### config.mk
export PLATFORM = sky130hd
export DESIGN_NAME = chk_chan_stats
export DESIGN_NICKNAME = d
export VERILOG_FILES = /design/src/rtl/chk_chan_stats.sv
export SDC_FILE = /design/constraint.sdc
export NUM_CORES = 1
export LEC_CHECK = 0
export CAP_MARGIN = 20
export CELL_PAD_IN_SITES_DETAIL_PLACEMENT = 0
export CELL_PAD_IN_SITES_GLOBAL_PLACEMENT = 1
export CORE_MARGIN = 3
export CORE_UTILIZATION = 30
export CTS_CLUSTER_SIZE = 16
export DETAILED_ROUTE_END_ITERATION = 16
export PLACE_DENSITY_LB_ADDON = 0.1
export SYNTH_ARGS = -nofsm -noshare
export SYNTH_HDL_FRONTEND = slang
export SYNTH_SLANG_ARGS = --single-unit
### constraint.sdc
create_clock -name clk -period 2.5 [get_ports clk]
set_clock_uncertainty 0.2 [all_clocks]
set_input_delay 0.5 -clock clk [delete_from_list [all_inputs] [get_ports clk]]
set_output_delay 0.5 -clock clk [all_outputs]
set_load 0.01 [all_outputs]
### src/rtl/chk_chan_stats.sv
// One channel's framing tracker and saturating statistics counters.
// Assumes beat is already qualified by accept and channel match.
module chk_chan_stats #(
    parameter int CNT_W        = 16,
    parameter int SYM_PER_BEAT = 4
) (
    input  logic             clk,
    input  logic             rst_n,
    input  logic             clr,
    input  logic             beat,
    input  logic             sop,
    input  logic             eop,
    input  logic             mismatch,
    output logic             miss_sop,
    output logic             miss_eop,
    output logic [CNT_W-1:0] pkt_cnt,
    output logic [CNT_W-1:0] sym_cnt,
    output logic [CNT_W-1:0] err_cnt
);
    localparam logic [CNT_W:0]   CNT_MAX = {1'b0, {CNT_W{1'b1}}};
    localparam logic [CNT_W:0]   SYM_INC = (CNT_W+1)'(SYM_PER_BEAT);

    logic             in_pkt;
    logic [CNT_W:0]   sym_sum;

    // framing violations seen on the current beat
    assign miss_sop = beat && !sop && !in_pkt;
    assign miss_eop = beat &&  sop &&  in_pkt;

    // track whether the channel is inside a packet
    always_ff @(posedge clk) begin
        if (!rst_n)    in_pkt <= 1'b0;
        else if (clr)  in_pkt <= 1'b0;
        else if (beat) in_pkt <= !eop;
    end

    // widened sum used to saturate the symbol count
    assign sym_sum = {1'b0, sym_cnt} + SYM_INC;

    // saturating packet, symbol and error counters
    always_ff @(posedge clk) begin
        if (!rst_n || clr) begin
            pkt_cnt <= '0;
            sym_cnt <= '0;
            err_cnt <= '0;
        end else if (beat) begin
            if (eop && pkt_cnt != '1)      pkt_cnt <= pkt_cnt + 1'b1;
            if (mismatch && err_cnt != '1) err_cnt <= err_cnt + 1'b1;
            sym_cnt <= (sym_sum > CNT_MAX) ? '1 : sym_sum[CNT_W-1:0];
        end
    end

    assert_no_wrap_pkt_R11: assert property (@(posedge clk) disable iff (!rst_n)
        !$past(clr) |-> pkt_cnt >= $past(pkt_cnt));
    assert_no_wrap_sym_R11: assert property (@(posedge clk) disable iff (!rst_n)
        !$past(clr) |-> sym_cnt >= $past(sym_cnt));
    assert_no_wrap_err_R11: assert property (@(posedge clk) disable iff (!rst_n)
        !$past(clr) |-> err_cnt >= $past(err_cnt));
    assert_clear_R12: assert property (@(posedge clk) disable iff (!rst_n)
        clr |=> (pkt_cnt == '0 && sym_cnt == '0 && err_cnt == '0));
    assert_frame_excl_R5: assert property (@(posedge clk) disable iff (!rst_n)
        !(miss_sop && miss_eop));
endmodule

# Yosys cells after proc, flatten, opt, wreduce, memory -nomap -nowiden
# Index checks and enable logic that the tools add are counted.
# totals
output_inout_bits	50
elab_cells	26
in_bits	7
register_bits	49
# op_classes
magnitude_cmp	1
muxes	1
n_reduce_logical	14
n_addsub	3
n_bitwise	1
n_eq_ne	2
# ops
op	count
$add 16x1->16 const B	2
$ne 16x16->1 const B	2
$add 16x3->17 const B	1
$gt 17x16->1 const B	1
$mux 16	1
$logic_and 1x1->1	6
$logic_not 1->1	4
$reduce_and 2->1	2
$reduce_or 2->1	1
$logic_or 1x1->1	1
$not 1->1	1

# Depth between registers and ports, before layout
# depth
depth_word	3
mapped_depth	7
depth_no_buf	6

# Least setup slack after synthesis
# Ideal clock, no wire load.
# synth_timing
path_kind	reg2reg
startpoint	register sym_cnt[2]
endpoint	register sym_cnt[4]
t_required_ps	2227
arrival_time_ps	1730
setup_time_ps	73
stages_incl_launch_ff	7
period_less_slack_ps	2003
path_buffers	1
setup_slack_ps	497
path_cell_list	dfxtp_1 ha_1 nand2_1 or4_4 buf_6 and3_4 nor3_2
# synth_via
elab_chain_len	3
# synth_rtl
element	line_no	text
from (decl)	17	output logic [CNT_W-1:0] sym_cnt,
from (signal assigned)	49	sym_cnt <= (sym_sum > CNT_MAX) ? '1 : sym_sum[CNT_W-1:0];
$add 16x3->17 (*)	38	assign sym_sum = {1'b0, sym_cnt} + SYM_INC;
$gt 17x16->1	49	
$mux 16 (*)	49	
# Every way passes the cells marked *; elsewhere a longest branch is shown, timed or not.
# A chain may end at the register's enable or synchronous reset.

# Final worst setup path
# layout_timing
startpoint	input port beat
endpoint	output port miss_eop
# layout_via
elab_chain_len	2
# layout_rtl
element	line_no	text
from (decl)	10	input logic beat,
$logic_and 1x1->1 (2 in series)	28	assign miss_eop = beat && sop && in_pkt;
to (decl)	15	output logic miss_eop,
# No other way between the ends.

==> flow_summary_export.csv <==
group,metric,value,unit
grt,grt_antenna_before_repair,0,
floorplanning,ioPinCount,57,
critical_path,criticalPathCategory,"primary input to output port",
yosys,synthArstFlopShare,0,%
critical_path,cpMaxStageDelayCell,"sky130_fd_sc_hd__clkdlybuf4s50_1",
critical_path,timing.reg2reg.worst_path_depth,5,
clock_tree,cts.clk_slew.worst_paths,0.09,ns
place,placed_instance_count,426,
floorplanning,die_width,93.7,um
yosys,number_of_flops_mapped_to_enable_cells_by_yosys,0,
yosys,ys.warnings.count,0,
yosys,synth_compound_gate_area_share,9.54,%
yosys,post-synth-top-area-fraction,41.6,%
critical_path,crit_buf_inv,3,
timing,relSlewSlack,68.7,%
clock_tree,tritoncts.num_buffers,5,
timing,setup_ws,0.260,ns
critical_path,worstSetupPathDepth,4,
timing,setup-violations-final,0,
cells_and_area,n_antenna_cell,0,
critical_path,cell_family_with_the_largest_share_of_critical_path_delay,"buffers and inverters",
grt,grt_first_pass_wirelength,9.61,mm
place,gp_routability_congestion,0.737,
pwr,cellLeakagePower,1.06,nW
clock_tree,htree_levels,2,
place,dpl_wire_length,4.26,mm
critical_path,crit_path_max_fanout,7,
cells_and_area,finalNonFillerCells,434,
yosys,synth_xor_xnor_area_share,9.49,%
cells_and_area,layout.filler_cells,775,
clock_tree,ctsLongestPathBuffers,2,
pwr,total_power_consumption_of_the_routed_design,0.00145,W
yosys,synth_fa_ha_area_share,2.17,%
routing,route.final.wire_length,5.73,mm
floorplanning,rows,31,
critical_path,cp_required,1.80,ns
routing,antenna_violating_nets_post_route,0,
yosys,synth_area_leader,"sky130_fd_sc_hd__dfxtp_1",
yosys,synthMostInstantiatedCell,"sky130_fd_sc_hd__dfxtp_1",
critical_path,cp-end-kind,"output port",
yosys,mappedNetlistArea,2310,um^2
floorplanning,initial_core_util,31.3,%
critical_path,critPathMaxStageDelay,0.47,ns
yosys,yosys_register_bits,48,
grt,grt_pass1_vias,1923,
grt,grtUsageTotal,13.5,%
grt,grt_start_max_net_pins,30,
timing,setup_repair_after_global_routing_missed_its_margin,"false",
clock_tree,clock_insertion_delay_worst_skew,0.30,ns
clock_tree,clk_root_buffer_cell,"sky130_fd_sc_hd__clkbuf_8",
yosys,yosysSeqAreaShare,41.6,%
hold_path,hp-class,"flip-flop to flip-flop",
yosys,post_synth_and_or_nand_nor_area_fraction,34.4,%
timing,slew_worst_pin,0.469,ns
yosys,largest_family_of_logic_cells_by_synthesized_area,"simple AND/OR/NAND/NOR gates",
cells_and_area,syn_to_final_growth,37.4,%
pwr,power-per-cell-area,458,nW/um^2
routing,detailedRoute.firstPassIterationCount,4,
timing,finalWorstPathRequiredPeriod,2.24,ns
grt,grt_remaining_overflow,0,
routing,route.detailed.wl_per_inst,13.2,um
timing,drv_slew,0,
clock_tree,cts_tree,"done",
place,place_ws,-0.0316,ns
yosys,postSynthCellCount,268,
yosys,synth.avg_cell_area,8.61,um^2
routing,vias,2123,
timing,hold_viol,0,
floorplanning,core_area,7370,um^2
cells_and_area,design.final.nets,345,
yosys,synthMuxAreaShare,0,%
timing,fmax,446,MHz
routing,drt-vias-per-instance,4.89,
timing,post-route-period-util,89.6,%
run,max_cap_check_violation_count,0,
clock_tree,numClockSinks,48,
hold_path,whs_path_depth,1,
routing,drcViolationCount,0,
floorplanning,overall_die_area,8780,um^2
floorplanning,die_height,93.7,um
run_status,status,"finished, final reports clean",
yosys,synthesized_nets,279,
routing,detail_route.iter0.violations,72,
critical_path,worstPathArrival,1.54,ns
critical_path,crit_path_cell_trace,"clkdlybuf4s50_1 > buf_4 > and3_1 > dlygate4sd2_1",
yosys,most_frequent_cells_after_synthesis,"sky130_fd_sc_hd__dfxtp_1 (48), sky130_fd_sc_hd__nor2_1 (39), sky130_fd_sc_hd__nand2_1 (19), sky130_fd_sc_hd__xnor2_1 (19), sky130_fd_sc_hd__nand3_1 (13)",
place,io_buffer_count,56,
yosys,flip_flop_cell_with_the_highest_count_after_synthesis,"sky130_fd_sc_hd__dfxtp_1",
critical_path,timing.critical_path.from_type,"primary input",
yosys,ys_types,45,
yosys,ys_top_cells_by_area,"sky130_fd_sc_hd__dfxtp_1 (42%), sky130_fd_sc_hd__xnor2_1 (7.2%), sky130_fd_sc_hd__nor2_1 (6.3%)",
cells_and_area,final_layout_size_suffix_gt1_share,11.3,%
pwr,vdd_drop_max,0.000246,V
==> kinds of logic after synthesis <==
group,after synthesis
buffers and inverters,13
flip-flops,48
adder cells (fa/ha/maj),4
XOR/XNOR,25
AND/OR/NAND/NOR,141
AO/OA/AOI/OAI,37
==> final timing paths <==
kind                                   from           to  slack [ns]
worst min register to register  sym_cnt[12]  sym_cnt[12]        0.30
worst min-delay path            sym_cnt[12]  sym_cnt[12]        0.30
worst max-delay path                   beat     miss_eop        0.26
worst max register to register   sym_cnt[6]   sym_cnt[9]        0.52
==> metal layers <==
| metal | global-route usage (%) | routed length (um) |
|---|---|---|
| met5 | 0 | 0 |
| met4 | 3.61 | 63 |
| met3 | 3.53 | 250 |
| met2 | 20.8 | 2540 |
| met1 | 18.7 | 2870 |
==> power by group <==
group / total, W / switching (W) / internal [W]
Combinational: 0.0000646 / 0.0000339 / 0.0000306
Sequential: 0.000770 / 0.00000294 / 0.000767
Clock: 0.000618 / 0.000265 / 0.000353
==> metrics by stage <==
stage	TNS, ns	cell area, um^2	hold WS, ns	util (%)
4_1_cts	0	3170	0.309	43.0
3_3_place_gp	-0.0229	3040	0.284	41.3
3_5_place_dp	-0.0316	3040	0.278	41.3
6_report	0	3170	0.305	43.0
2_1_floorplan	0	2310	0.290	-
5_1_grt	0	3170	0.331	43.0
==> registers in the layout (all words and copies together) (netlist names) <==
name,count
pkt_cnt,16
in_pkt,1
err_cnt,16
sym_cnt,15
==> layout by cell type (no fill, tap or decap), types with 2 or more instances in the layout <==
cell and instances:
sky130_fd_sc_hd__nor4_1 5, sky130_fd_sc_hd__inv_1 2, sky130_fd_sc_hd__a21oi_1 10, sky130_fd_sc_hd__and3_4 2, sky130_fd_sc_hd__nor3_1 9, sky130_fd_sc_hd__and3_1 12
sky130_fd_sc_hd__clkdlybuf4s50_1 54, sky130_fd_sc_hd__xnor2_1 19, sky130_fd_sc_hd__nand4_1 9, sky130_fd_sc_hd__nor3b_1 5, sky130_fd_sc_hd__nand3_1 13, sky130_fd_sc_hd__nor2_1 39
sky130_fd_sc_hd__a311oi_1 3, sky130_fd_sc_hd__clkbuf_8 7, sky130_fd_sc_hd__and3_2 3, sky130_fd_sc_hd__and4_1 3, sky130_fd_sc_hd__a31oi_1 7, sky130_fd_sc_hd__xor2_1 6
sky130_fd_sc_hd__nand2_1 19, sky130_fd_sc_hd__nor3_2 2, sky130_fd_sc_hd__o21ai_0 12, sky130_fd_sc_hd__or2_2 2, sky130_fd_sc_hd__dfxtp_1 48, sky130_fd_sc_hd__ha_1 4
sky130_fd_sc_hd__or3_1 5, sky130_fd_sc_hd__buf_4 14
==> area by class of cell <==
class / instances / area (um^2) / area share, %
clock buffer: 7 / 96.3 / 3.04
clock inverter: 1 / 30.0 / 0.947
sequential: 48 / 961 / 30.3
multi-input combinational: 207 / 1280 / 40.5
inverter: 2 / 7.51 / 0.237
tap: 99 / 124 / 3.91
timing repair buffer: 70 / 667 / 21.0
==> repair_timing <==
| item | 4_1_cts | 5_1_grt |
|---|---|---|
| hold endpoints to repair | 0 | 0 |
| cloned | 0 | 0 |
| setup buffers | 0 | 0 |
| pin swaps | 0 | 0 |
| hold buffers | 0 | 0 |
| setup endpoints to repair | 1 | 1 |
| resized for setup | 1 | 1 |
Power figures use the tool's default switching activity.
